File: config.mk
export PLATFORM = sky130hd
export DESIGN_NAME = outlat_pipe
export DESIGN_NICKNAME = d
export VERILOG_FILES = /design/src/rtl/outlat_pkg.sv /design/src/rtl/outlat_rst_sync.sv /design/src/rtl/outlat_tap_chain.sv /design/src/rtl/outlat_out_stage.sv /design/src/rtl/outlat_pipe.sv
export SDC_FILE = /design/constraint.sdc
export NUM_CORES = 1
export LEC_CHECK = 0
export ABC_CLOCK_PERIOD_IN_PS = 9600
export BUFFER_PORTS_ARGS = -buffer_cell sky130_fd_sc_hd__buf_2
export CAP_MARGIN = 5
export CELL_PAD_IN_SITES_DETAIL_PLACEMENT = 1
export CELL_PAD_IN_SITES_GLOBAL_PLACEMENT = 1
export CORE_ASPECT_RATIO = 1.1
export CORE_UTILIZATION = 45
export CTS_BUF_LIST = sky130_fd_sc_hd__clkbuf_4 sky130_fd_sc_hd__clkbuf_8 sky130_fd_sc_hd__clkbuf_16
export DETAILED_ROUTE_END_ITERATION = 10
export GPL_TIMING_DRIVEN = 0
export PLACE_DENSITY = 0.67
export SLEW_MARGIN = 30
export SYNTH_ARGS = -nofsm -noshare
export SYNTH_HDL_FRONTEND = slang
export SYNTH_HIERARCHICAL = 1
export SYNTH_SLANG_ARGS = --single-unit
File: constraint.sdc
create_clock -name clk -period 9.6 [get_ports clk]
set_input_delay 1.92 -clock clk [delete_from_list [all_inputs] [get_ports clk]]
set_output_delay 1.92 -clock clk [all_outputs]
set_load 0.005 [all_outputs]
File: src/rtl/outlat_pkg.sv
`timescale 1ns/1ps
package outlat_pkg;

  // Source selected for the output register on each edge.
  typedef enum logic [1:0] {
    SEL_DATA  = 2'd0,
    SEL_BLANK = 2'd1,
    SEL_STBY  = 2'd2
  } out_sel_e;

endpackage

File: src/rtl/outlat_rst_sync.sv
`timescale 1ns/1ps
module outlat_rst_sync (
  input  logic clk,
  input  logic rst_n,
  output logic rst_n_sync
);

  logic [1:0] sync_q;
  logic [1:0] sync_d;

  always_comb begin
    sync_d = {sync_q[0], 1'b1};
  end

  always_ff @(posedge clk or negedge rst_n) begin
    if (!rst_n) begin
      sync_q <= 2'b00;
    end else begin
      sync_q <= sync_d;
    end
  end

  assign rst_n_sync = sync_q[1];

endmodule

File: src/rtl/outlat_tap_chain.sv
`timescale 1ns/1ps
module outlat_tap_chain #(
  parameter int WIDTH = 12,
  parameter int DEPTH = 8
) (
  input  logic             clk,
  input  logic             rst_n_sync,
  input  logic [WIDTH-1:0] d_i,
  output logic [WIDTH-1:0] tap_o
);

  logic [DEPTH-1:0][WIDTH-1:0] stage_q;
  logic [DEPTH-1:0][WIDTH-1:0] stage_d;

  // Next-state: each stage takes its upstream neighbour, the head takes the input.
  generate
    if (DEPTH == 1) begin : g_single
      always_comb begin
        stage_d[0] = d_i;
      end
    end else begin : g_multi
      always_comb begin
        stage_d[0] = d_i;
        for (int i = 1; i < DEPTH; i++) begin
          stage_d[i] = stage_q[i-1];
        end
      end
    end
  endgenerate

  always_ff @(posedge clk or negedge rst_n_sync) begin
    if (!rst_n_sync) begin
      stage_q <= '0;
    end else begin
      stage_q <= stage_d;
    end
  end

  assign tap_o = stage_q[DEPTH-1];

endmodule

File: src/rtl/outlat_out_stage.sv
`timescale 1ns/1ps
module outlat_out_stage
  import outlat_pkg::*;
#(
  parameter int WIDTH = 12
) (
  input  logic             clk,
  input  logic             rst_n_sync,
  input  logic [WIDTH-1:0] data_tap_i,
  input  logic             blank_tap_i,
  input  logic             standby_i,
  output logic [WIDTH-1:0] data_o
);

  out_sel_e         sel;
  logic [WIDTH-1:0] data_d;

  // Standby wins over the delayed blanking flag, which wins over data.
  always_comb begin
    if (standby_i) begin
      sel = SEL_STBY;
    end else if (blank_tap_i) begin
      sel = SEL_BLANK;
    end else begin
      sel = SEL_DATA;
    end
    case (sel)
      SEL_DATA: data_d = data_tap_i;
      default:  data_d = '0;
    endcase
  end

  always_ff @(posedge clk or negedge rst_n_sync) begin
    if (!rst_n_sync) begin
      data_o <= '0;
    end else begin
      data_o <= data_d;
    end
  end

  // standby seen on an edge leaves a zero word behind that edge.
  assert_standby_zero_R5: assert property (
    @(posedge clk) disable iff (!rst_n_sync)
    standby_i |=> (data_o == '0)
  );

endmodule

File: src/rtl/outlat_pipe.sv
`timescale 1ns/1ps
module outlat_pipe #(
  parameter int WIDTH     = 12,
  parameter int NORM_LAT  = 9,
  parameter int BLANK_LAT = 11
) (
  input  logic             clk,
  input  logic             rst_n,
  input  logic [WIDTH-1:0] sample_i,
  input  logic             blank_n_i,
  input  logic             standby_i,
  output logic [WIDTH-1:0] data_o
);

  // The output register supplies the last stage of each latency.
  localparam int DATA_DEPTH = NORM_LAT - 1;
  localparam int FLAG_DEPTH = BLANK_LAT - 1;
  localparam int WARM_MAX   = BLANK_LAT + 1;
  localparam int WARM_W     = $clog2(WARM_MAX + 1);

  logic             rst_n_sync;
  logic [WIDTH-1:0] data_tap;
  logic [0:0]       flag_in;
  logic [0:0]       flag_tap;

  assign flag_in = ~blank_n_i;

  outlat_rst_sync u_rst (
    .clk        (clk),
    .rst_n      (rst_n),
    .rst_n_sync (rst_n_sync)
  );

  outlat_tap_chain #(
    .WIDTH (WIDTH),
    .DEPTH (DATA_DEPTH)
  ) u_data (
    .clk        (clk),
    .rst_n_sync (rst_n_sync),
    .d_i        (sample_i),
    .tap_o      (data_tap)
  );

  outlat_tap_chain #(
    .WIDTH (1),
    .DEPTH (FLAG_DEPTH)
  ) u_flag (
    .clk        (clk),
    .rst_n_sync (rst_n_sync),
    .d_i        (flag_in),
    .tap_o      (flag_tap)
  );

  outlat_out_stage #(
    .WIDTH (WIDTH)
  ) u_out (
    .clk         (clk),
    .rst_n_sync  (rst_n_sync),
    .data_tap_i  (data_tap),
    .blank_tap_i (flag_tap[0]),
    .standby_i   (standby_i),
    .data_o      (data_o)
  );

  // Edges since reset release, saturating; gates the history-based checks.
  logic [WARM_W-1:0] warm_cnt;
  logic [WARM_W-1:0] warm_cnt_d;
  logic              warm;

  always_comb begin
    warm       = (warm_cnt == WARM_W'(WARM_MAX));
    warm_cnt_d = warm ? warm_cnt : warm_cnt + 1'b1;
  end

  always_ff @(posedge clk or negedge rst_n_sync) begin
    if (!rst_n_sync) begin
      warm_cnt <= '0;
    end else begin
      warm_cnt <= warm_cnt_d;
    end
  end

  // R1 (and R4 on release): unblanked, non-standby output equals the sample NORM_LAT-1 edges back.
  assert_norm_latency_R1: assert property (
    @(posedge clk) disable iff (!rst_n_sync)
    (warm && !$past(standby_i) && $past(blank_n_i, BLANK_LAT))
      |-> (data_o == $past(sample_i, NORM_LAT))
  );

  // R2 (and R3 by repetition): blanking sampled BLANK_LAT-1 edges back zeroes the word.
  assert_blank_zero_R2: assert property (
    @(posedge clk) disable iff (!rst_n_sync)
    (warm && !$past(blank_n_i, BLANK_LAT)) |-> (data_o == '0)
  );

  // output is clear whenever reset is held.
  assert_reset_clear_R6: assert property (
    @(posedge clk) !rst_n |-> (data_o == '0)
  );

endmodule

Yosys cells after proc, flatten, opt, wreduce, memory -nomap -nowiden
Cells that the tools add are included.
Operators by class
  bitwise gates (word level): 1
  multiplexer cells: 3
  reduce and logical (&&, ||, !) cells: 1
Operators by type and width (count)
  2-to-1 mux 12 bit: 1
  zero test 2 bit: 1
  2-to-1 mux 2 bit: 1
  2-to-1 mux 1 bit: 1
  NOT 1 bit: 1
Word-level totals
  output and inout port bits: 12
  input port bits: 16
  register bits after elaboration: 120

Logic depth before layout (Yosys ltp)
Gate-level depths: netlist (run 1).
  word-level depth: 4
  gate-level depth with buffers: 2
  depth with buffers taken out: 1

Cells and area by module
Netlist (run 1), hierarchy kept.
By module, submodules not included
  outlat_tap_chain at u_data: cells each 96, times used 1, area each 2402.3 sq um, sequential area each 2402.3 sq um
  outlat_out_stage: cells each 26, times used 1, area each 462.9 sq um, sequential area each 300.3 sq um
  outlat_tap_chain at u_flag: cells each 10, times used 1, area each 250.2 sq um, sequential area each 250.2 sq um
  outlat_rst_sync: cells each 3, times used 1, area each 53.8 sq um, sequential area each 50.0 sq um
  outlat_pipe: cells each 1, times used 1, area each 3.8 sq um, sequential area each 0.0 sq um

Worst setup path before layout (run 1)
OpenSTA, ideal clock, no wires.
  path kind: reg2out
  start: reg u_out.data_o[0]
  end: out data_o[0]
  cell stages (with the launch flop): 1
  slack: 7.331 ns
  arrival: 0.349 ns
  cell sequence: dfrtp_1
RTL lines
  start, declared: RTL line outlat_out_stage.sv:12  | output logic [WIDTH-1:0] data_o
  start signal, assigned: RTL line outlat_out_stage.sv:37  | data_o <= data_d;
  end, declared: RTL line outlat_pipe.sv:12  | output logic [WIDTH-1:0] data_o
No word-level cell between the ends.

Worst setup path after layout (run 1)
  start: reg u_out.data_o[9]
  end: out data_o[9]
No word-level cell between the ends.

==> results.md, run 1 <==
- Initial antenna violation count: 0
- Wire per inst: 14.35 um
- Reg-to-reg slack, setup: 8.73 ns
- Overflow after GRT: 0
- Clock-pin slew on the worst setup and hold paths: around 0.05 ns
- Non-Filler Instances: 278
- Mapped Nets: approximately 150
- Largest cells by area after synthesis: dfrtp_1 95%, nor3b_2 3.9%, buf_6 0.71%
- Final Max Slew Viols: 0
- Internal power: slightly above 1 mW
- CP Data Arrival Time: 0.99 ns
- TritonCTS clock tree: yes
- Critical path class: reg2out
- Clock root buffer: clkbuf_8
- First-pass GRT wire length: just under 7 mm
- Clk pwr share: 55.0%
- Worst path bufs/invs: 1
- Synth Area in Adders: 0%
- Status: finished clean
- Seq cells post-synth: 120
- DR DRC count: 0
- Hold_buf cts: 0
- Sink Count: 120
- Sequential share of power: 43.4%
- FF-to-FF path depth: 2
- Share of cells above drive strength 1: around 37%
- LEAKAGE: slightly below 2 nW
- RR Endpoint: u_out/data_o[3]$_DFF_PN0_
- Gpl congestion: 0.6311
- Worst-skew pair later-pin latency: around 0.51 ns
- Fill cells: 574
- Vias: 1232
- Width of the die: 82.07 um
- Clock skew: 0.01980 ns
- Io pins: 28
- Setup TNS: 0 ns
- Net Sw Frac: 17.93%
- Syn. warnings: 6
- Antenna Diode Count: 0
- Largest net degree at the start of global routing: 58
- Die ar.: 7392 um^2
- Cells after Synth: 136
- Sequential area share after synthesis: 94.64%
- Core footprint: 6710 um^2
- Area delta synth->final: 29.77%
- Synth top area share: 94.64%
- Post-CTS Setup Inserts: 0
- Post-layout net count: 200
- Avg Cell Area, Syn: approximately 23 um^2
- CTS resizes: 0
- Synth Cell Area: 3173 um^2
- Crit start category: flip-flop
- CP Cell Sequence: buf_2
- Starting Density: 47.29%
- Fmax: about 340 MHz
- Fin crit period: 2.913 ns
- Min-delay worst type: reg2async
- Critical Path RT: between 7 and 8 ns
- Pwr dens: 302.3 nW/um^2
- RSZ-0062 raised after global routing: no
- Drt pass-1 iters: 5
- Max Fanout on Critical Path: 1
- Switching power: between 0.2 and 0.25 mW
- Via/cell ratio: roughly 4.4
- # H-tree levels: 4
- CP endpoint: data_o[9]
- Final Power: 1.245 mW
- Total global-route track usage: between 10% and 20%
- Largest family of logic cells by synthesized area: simple AND/OR/NAND/NOR gates
- Maximum VDD drop: 0.1751 mV
- CP max stage delay: 0.36 ns
- Mux contribution to synthesized area: 0%
- Slowest library cell on the worst path: dfrtp_1
- Yosys top cell by area: dfrtp_1
- Compound-Gate Fraction of Synth Area: 0%
- Final period utilization: 30.35%
- Number of cells on the critical path: 1
- Crit-path leading delay family: flip-flops
- R2r startpoint: u_flag/tap_o$_DFF_PN0_
- Antenna-violating nets left: 0
- Yosys cell types: 6
- CP Capture Type: output port
- # rows: 31
- TritonCTS Buffers: 17
- CP startpoint: u_out/data_o[9]$_DFF_PN0_
- Initial drt markers: 33
- Total wire length: 3.990 mm
- Max-Cap Viols: 0
- Buffers on Ports: 27
- Post-synthesis simple-gate area fraction: 4.416%
- Post-synthesis xor/xnor area fraction: 0%
- Logic pwr share: 1.7%
- Vias in the first global route: ~1400
- Final count of hold timing violations: 0
- Cells after DPL: 247
- DP HPWL: 2.084 mm
- DIE HEIGHT: between 90 and 100 um
- Setup violators final: 0
- Clock buffer depth: 2
## worst min path at each step
stage                                         to
finish              u_data/stage_d[49]$_DFF_PN0_
global route        u_data/stage_d[73]$_DFF_PN0_
CTS                 u_data/stage_d[37]$_DFF_PN0_
detailed placement  u_data/stage_d[37]$_DFF_PN0_
global placement    u_data/stage_d[80]$_DFF_PN0_
floorplan           u_data/stage_d[24]$_DFF_PN0_
## power groups by stage
stage,registers [mW],clock network (mW),logic [mW]
floorplan,0.551,0,0.00478
global placement,0.553,0,0.0103
detailed placement,0.548,0,0.0216
CTS,0.540,0.702,0.0217
global route,0.543,0.724,0.0239
finish,0.540,0.684,0.0207
## per-layer routing
layer,routed length [um],global-route usage (%),up-vias
met2,2147,21.21,41
met1,1527,14.96,656
met3,245,8.528,10
li1,-,-,525
met4,69,8.333,0
met5,0,0,-
## worst register-to-register path, delay by kind of cell, from the launching register on
kind | cells | cell delay (ns)
flops | 1 | 0.40
simple gates | 1 | 0.21
buf+inv | 1 | 0.17
## flip-flops by register name, summed over array words and instances, names as in the netlist
signal / flops
u_data/stage_d: 84
u_data/tap_o: 12
u_flag/stage_d: 9
u_flag/tap_o: 1
u_out/data_o: 12
u_rst/sync_q: 2
## layout make-up
cell class,instances,area [um^2],area share (%)
clock inverters,8,165.2,4.011
repair buffers,29,182.7,4.436
clock buffers,23,490.5,11.91
plain buffers,2,22.52,0.5469
multi-input cells,13,143.9,3.494
inverters,1,3.754,0.09116
well taps,82,102.6,2.492
flip-flops and latches,120,3007,73.02
## layout by cell type (no fill, tap or decap), drive strengths merged
cell type / instances
inv: 1
dfrtp: 120
bufinv: 5
clkinv: 3
conb: 1
nor3b: 12
buf: 31
clkbuf: 23
## through the flow
step	worst slack (ns)	hold slack (ns)	utilization [%]	instance area, um^2
5_1_grt	6.634	0.1969	61.36	4118
4_1_cts	6.651	0.1824	61.36	4118
3_5_place_dp	7.135	0.1845	51.59	3462
6_report	6.687	0.1807	61.36	4118
2_1_floorplan	6.009	0.3312	-	3173
3_3_place_gp	5.284	0.3312	50.83	3411
## cell usage after synthesis
library cell,count
conb_1,1
buf_6,2
inv_1,1
dfrtp_1,120
nor3b_2,10
nor3b_1,2
## cell families after synthesis
family	Yosys count
other cells	1
simple gates	12
flops	120
buf+inv	3
(Power assumes the default switching activity.)
==> inputs of run 2 (changes only) <==
Settings changed: ABC_CLOCK_PERIOD_IN_PS 9600 to 2880.
Clock period 9.6 ns to 2.88 ns, I/O delays scaled along.
==> results.md, run 2 (same netlist as run 1, synthesis figures left out) <==
- Logic pwr share: 1.6% (about the same)
- Critical Path RT: 2.30 ns (-5.38 ns)
- Setup TNS: 0 ns (unchanged)
- TritonCTS Buffers: 17 (unchanged)
- Reg-to-reg slack, setup: 2.01 ns (-6.72 ns)
- Hold Crit Start: sample_i[0]
- Clock-pin slew on the worst setup and hold paths: 0.05 ns (about the same)
- Area delta synth->final: 29.22%
- Overflow after GRT: 0 (unchanged)
- Wire per inst: 14.66 um (+2.1%)
- CP Capture Type: output port
- CP Cell Sequence: buf_2
- Io pins: 28 (unchanged)
- Final period utilization: 54.11%
- Clk pwr share: 53.4% (-1.6 points)
- Via/cell ratio: 4.416 (-0.36%)
- Most common cell after layout, fill and taps aside: dfrtp_1
- Min-delay worst type: in2reg
- Maximum VDD drop: 0.5472 mV (+210%)
- Worst path bufs/invs: 1 (unchanged)
- Fin area: 4100 um^2 (-0.43%)
- Width of the die: 82.07 um (unchanged)
- Crit-path leading delay family: flip-flops
- WHS Path Cells: 1
- Pwr dens: 978.6 nW/um^2 (+220%)
- Max-Cap Viols: 0 (unchanged)
- Cells after DPL: 247 (unchanged)
- FF-to-FF path depth: 1 (-1)
- Final setup margin: 1.322 ns (-5.365 ns)
- Post-layout net count: 201 (+0.50%)
- Critical path class: reg2out
- Largest net degree at the start of global routing: 60 (+3.4%)
- Total global-route track usage: 14.39% (+0.24 points)
- Clock root buffer: clkbuf_8
- CP Data Arrival Time: 0.98 ns (about the same)
- DR DRC count: 0 (unchanged)
- Vias: 1232 (unchanged)
- Buffers on Ports: 27 (unchanged)
- RSZ-0062 raised after global routing: no
- Switching power: 0.7314 mW (+230%)
- Fin crit period: 1.558 ns
- DP HPWL: 2.207 mm (+5.9%)
- Max Fanout on Critical Path: 1 (unchanged)
- Largest register FFs: 84 (unchanged)
- Number of cells on the critical path: 1 (unchanged)
- # H-tree levels: 4 (unchanged)
- Vias in the first global route: 1419 (+2.6%)
- RR Endpoint: u_data/tap_o[6]$_DFF_PN0_
- First-pass GRT wire length: 6.920 mm (+1.4%)
- Antenna Diode Count: 0 (unchanged)
- Total wire length: 4.089 mm (+2.5%)
- Core footprint: 6710 um^2 (unchanged)
- Share of cells above drive strength 1: 37.06% (-0.19 points)
- Net Sw Frac: 18.23% (+0.30 points)
- Slowest library cell on the worst path: dfrtp_1
- LEAKAGE: 1.927 nW (-0.89%)
- Most frequent cells in the layout: 119 x dfrtp_1, 27 x buf_2, 16 x clkbuf_16
- Gpl congestion: 0.6444 (+2.1%)
- CP max stage delay: 0.36 ns (about the same)
- Internal power: 3.281 mW (+220%)
- Worst-skew pair later-pin latency: 0.51 ns (about the same)
- Initial drt markers: 20 (-39%)
- Clock skew: 0.01290 ns (-0.006906 ns)
- Initial antenna violation count: 0 (unchanged)
- DIE HEIGHT: 90.07 um (unchanged)
- Final count of hold timing violations: 0 (unchanged)
- Pre-CTS setup slack: 1.739 ns (-5.396 ns)
- Area of placed instances: 3462 um^2 (unchanged)
- R2r startpoint: u_rst/sync_q[1]$_DFF_PN0_
- Sink Count: 120 (unchanged)
- Fmax: about 640 MHz
- Sequential share of power: 45.0% (+1.6 points)
- Drt pass-1 iters: 4 (-1)
- Die ar.: 7392 um^2 (unchanged)
- Non-Filler Instances: 279 (+0.36%)
- TritonCTS clock tree: yes
- Clock buffer depth: 2 (unchanged)
- Antenna-violating nets left: 0 (unchanged)
- Setup violators final: 0 (unchanged)
- Endpoint, Worst Hold: u_data/stage_d[12]$_DFF_PN0_
- Final Max Slew Viols: 0 (unchanged)
- Status: finished clean
- Starting Density: 47.29% (unchanged)
- # rows: 31 (unchanged)
- Crit start category: flip-flop
==> run 2: changes by cell type in the layout (fill, tap and decap cells not counted) <==
cell           previous run  this run
clkbuf_8                  6         8
dlygate4sd3_1             0         1
clkinv_2                  3         1
bufinv_16                 5         3
clkinvlp_4                0         2
==> run 2: power by group through the flow <==
| stage | registers, mW | clock network, mW | logic, mW |
|---|---|---|---|
| after floorplan | 1.84 | 0 | 0.0159 |
| after global placement | 1.84 | 0 | 0.0342 |
| after detailed placement | 1.83 | 0 | 0.0679 |
| after CTS | 1.81 | 2.20 | 0.0690 |
| after global routing | 1.81 | 2.27 | 0.0764 |
| final | 1.80 | 2.14 | 0.0662 |
==> run 2: stage by stage <==
step                      hold slack [ns]  power (mW)  util (%)
after detailed placement           0.2692       1.901     51.59
after global routing               0.1394       4.161     61.10
after global placement             0.3311       1.876     50.85
after floorplan                    0.2804       1.853         -
final                              0.1704       4.012     61.10
after CTS                          0.1397       4.076     61.10
==> run 2: worst max-delay path by stage <==
stage | from | slack, ns | endpoint
after floorplan | u_rst/sync_q[1]$_DFF_PN0_ | 0.88 | u_data/stage_d[12]$_DFF_PN0_
after global placement | u_rst/sync_q[1]$_DFF_PN0_ | 0.52 | u_out/data_o[10]$_DFF_PN0_
after detailed placement | standby_i | 1.74 | u_out/data_o[0]$_DFF_PN0_
after CTS | u_out/data_o[4]$_DFF_PN0_ | 1.28 | data_o[4]
after global routing | u_out/data_o[0]$_DFF_PN0_ | 1.26 | data_o[0]
final | u_out/data_o[4]$_DFF_PN0_ | 1.32 | data_o[4]
==> run 2: area by class of cell <==
class                           count  area, um^2
Sequential cell                   120        3007
Fill cell                         577        2610
Clock buffer                       25       518.0
Timing Repair Buffer               30       192.7
Multi-Input combinational cell     13       143.9
Clock inverter                      6       110.1
Tap cell                           82       102.6
Buffer                              2       22.52
Inverter                            1       3.754
==> run 2: what timing repair did <==
action / 4_1_cts / 5_1_grt
resized for setup: 0 / 0
buffers inserted: 0 / 0
endpoints found under the hold margin: 2 / 0
hold buffers: 1 / 0
==> run 2: per-layer routing <==
layer	global-route usage [%]	up-vias	routed length, um
li1	-	528	-
met1	14.30	655	1598
met2	21.90	43	2193
met3	8.325	6	234
met4	10.09	0	62
met5	0	-	0
==> inputs of run 3 (changes only) <==
Settings changed: ABC_CLOCK_PERIOD_IN_PS 2880 to 1600.
Clock period 2.88 ns to 1.6 ns, I/O delays scaled along.
==> results.md, run 3 (same netlist as run 1, synthesis figures left out) <==
- Status: finished clean
- Max Fanout on Critical Path: 1 (unchanged)
- Final setup margin: 0.2929 ns (-1.029 ns)
- Setup violators final: 0 (unchanged)
- Final Power: 7.312 mW (+82%)
- Total global-route track usage: 15.87% (+1.5 points)
- Pre-CTS setup slack: 0.4601 ns (-1.279 ns)
- Most common cell after layout, fill and taps aside: dfrtp_1
- Reg-to-reg slack, setup: 0.51 ns (-1.50 ns)
- Most frequent cells in the layout: 119 x dfrtp_1, 27 x buf_2, 16 x clkbuf_16
- Clock skew: 0.009976 ns (-0.002921 ns)
- Wire per inst: 14.84 um (+1.2%)
- Post-layout net count: 215 (+7.0%)
- Antenna Diode Count: 0 (unchanged)
- # H-tree levels: 4 (unchanged)
- Clock root buffer: clkbuf_8
- Fin crit period: 1.307 ns
- DIE HEIGHT: 90.07 um (unchanged)
- LEAKAGE: 1.983 nW (+2.9%)
- DR DRC count: 0 (unchanged)
- DP HPWL: 2.116 mm (-4.1%)
- Largest net degree at the start of global routing: 58 (-3.3%)
- Max-Cap Viols: 0 (unchanged)
- Min-delay worst type: in2async
- Fill cells: 560 (-2.9%)
- Critical Path RT: 1.28 ns (-1.02 ns)
- CP max stage delay: 0.36 ns (about the same)
- Worst-skew pair later-pin latency: 0.51 ns (about the same)
- Setup TNS: 0 ns (unchanged)
- Slowest library cell on the worst path: dfrtp_1
- Largest register FFs: 84 (unchanged)
- First-pass GRT wire length: 7.741 mm (+12%)
- TritonCTS Buffers: 17 (unchanged)
- Clock buffer depth: 2 (unchanged)
- Width of the die: 82.07 um (unchanged)
- RSZ-0062 raised after global routing: no
- CP Cell Sequence: buf_2
- Initial drt markers: 23 (+15%)
- Total wire length: 4.362 mm (+6.7%)
- Initial antenna violation count: 0 (unchanged)
- Overflow after GRT: 0 (unchanged)
- Net Sw Frac: 18.96% (+0.73 points)
- Area of placed instances: 3462 um^2 (unchanged)
- # rows: 31 (unchanged)
- Via/cell ratio: 4.442 (+0.60%)
- TritonCTS clock tree: yes
- Final count of hold timing violations: 0 (unchanged)
- CP Capture Type: output port
- Sink Count: 120 (unchanged)
- Die ar.: 7392 um^2 (unchanged)
- Crit-path leading delay family: flip-flops
- Vias in the first global route: 1558 (+9.8%)
- Sequential share of power: 44.4% (-0.6 points)
- Core footprint: 6710 um^2 (unchanged)
- Final Max Slew Viols: 0 (unchanged)
- Antenna-violating nets left: 0 (unchanged)
- Fmax: 765.1 MHz
- RR Endpoint: u_data/tap_o[5]$_DFF_PN0_
- Final period utilization: roughly four fifths
- Logic pwr share: 2.0% (+0.4 points)
- Switching power: 1.386 mW (+90%)
- Critical path class: reg2out
- CTS resizes: 0 (unchanged)
- Crit start category: flip-flop
- WHS: 0.1258 ns (-0.04466 ns)
- Clk pwr share: 53.6% (+0.2 points)
- Drt pass-1 iters: 3 (-1)
- Starting Density: 47.29% (unchanged)
- FF-to-FF path depth: 2 (+1)
- Maximum VDD drop: 1.233 mV (+130%)
- Area delta synth->final: 33.79%
- Buffers on Ports: 27 (unchanged)
- Fin area: 4245 um^2 (+3.5%)
- Worst path bufs/invs: 1 (unchanged)
- Clock-pin slew on the worst setup and hold paths: 0.06 ns (about the same)
- Io pins: 28 (unchanged)
- R2r startpoint: u_rst/sync_q[1]$_DFF_PN0_
- Pwr dens: 1722 nW/um^2 (+76%)
- Vias: 1306 (+6.0%)
- CP Data Arrival Time: 0.99 ns (about the same)
- Share of cells above drive strength 1: 34.91% (-2.2 points)
- Gpl congestion: 0.6277 (-2.6%)
- Internal power: 5.926 mW (+81%)
[run 3: metal layers]
metal / part of all wire [%] / track usage (%) / vias up
met5: 0 / 0 / -
met3: 5.7 / 7.411 / 12
met4: 2.8 / 13.45 / 0
met1: 40 / 17.56 / 691
li1: - / - / 558
met2: 52 / 22.59 / 45
[run 3: stage by stage]
step           util (%)  cells
6_report          63.27    294
3_3_place_gp      50.89    245
4_1_cts           63.27    294
2_1_floorplan         -    136
3_5_place_dp      51.59    247
5_1_grt           63.27    294
[run 3: worst max path at each step]
stage	startpoint	cells past startpoint	end	slack [ns]
floorplan	u_rst/sync_q[1]$_DFF_PN0_	0	u_data/stage_d[12]$_DFF_PN0_	0.31
global placement	u_rst/sync_q[1]$_DFF_PN0_	0	u_out/data_o[11]$_DFF_PN0_	0.11
detailed placement	u_rst/sync_q[1]$_DFF_PN0_	2	u_data/tap_o[3]$_DFF_PN0_	0.46
CTS	u_out/data_o[4]$_DFF_PN0_	1	data_o[4]	0.25
global route	u_out/data_o[4]$_DFF_PN0_	1	data_o[4]	0.23
finish	u_out/data_o[4]$_DFF_PN0_	1	data_o[4]	0.29
[run 3: layout make-up]
| cell class | instances | area [um^2] | area share, % |
|---|---|---|---|
| buffer | 2 | 22.52 | 0.5305 |
| clock buffer | 21 | 462.9 | 10.90 |
| clock inverter | 11 | 170.2 | 4.008 |
| inverter | 1 | 3.754 | 0.08842 |
| multi-input combinational | 13 | 143.9 | 3.389 |
| sequential | 120 | 3007 | 70.82 |
| tap | 82 | 102.6 | 2.417 |
| timing repair buffer | 44 | 332.8 | 7.840 |
[run 3: timing repair]
item,CTS,global route
setup buffers,0,0
hold endpoints to repair,17,0
hold buffers,15,0
[run 3: power groups by stage]
stage,Clock [mW],Combinational [mW],Sequential (mW)
2_1_floorplan,0,0.0287,3.31
5_1_grt,4.16,0.170,3.26
3_5_place_dp,0,0.124,3.30
6_report,3.92,0.150,3.24
3_3_place_gp,0,0.0615,3.31
4_1_cts,4.03,0.153,3.25
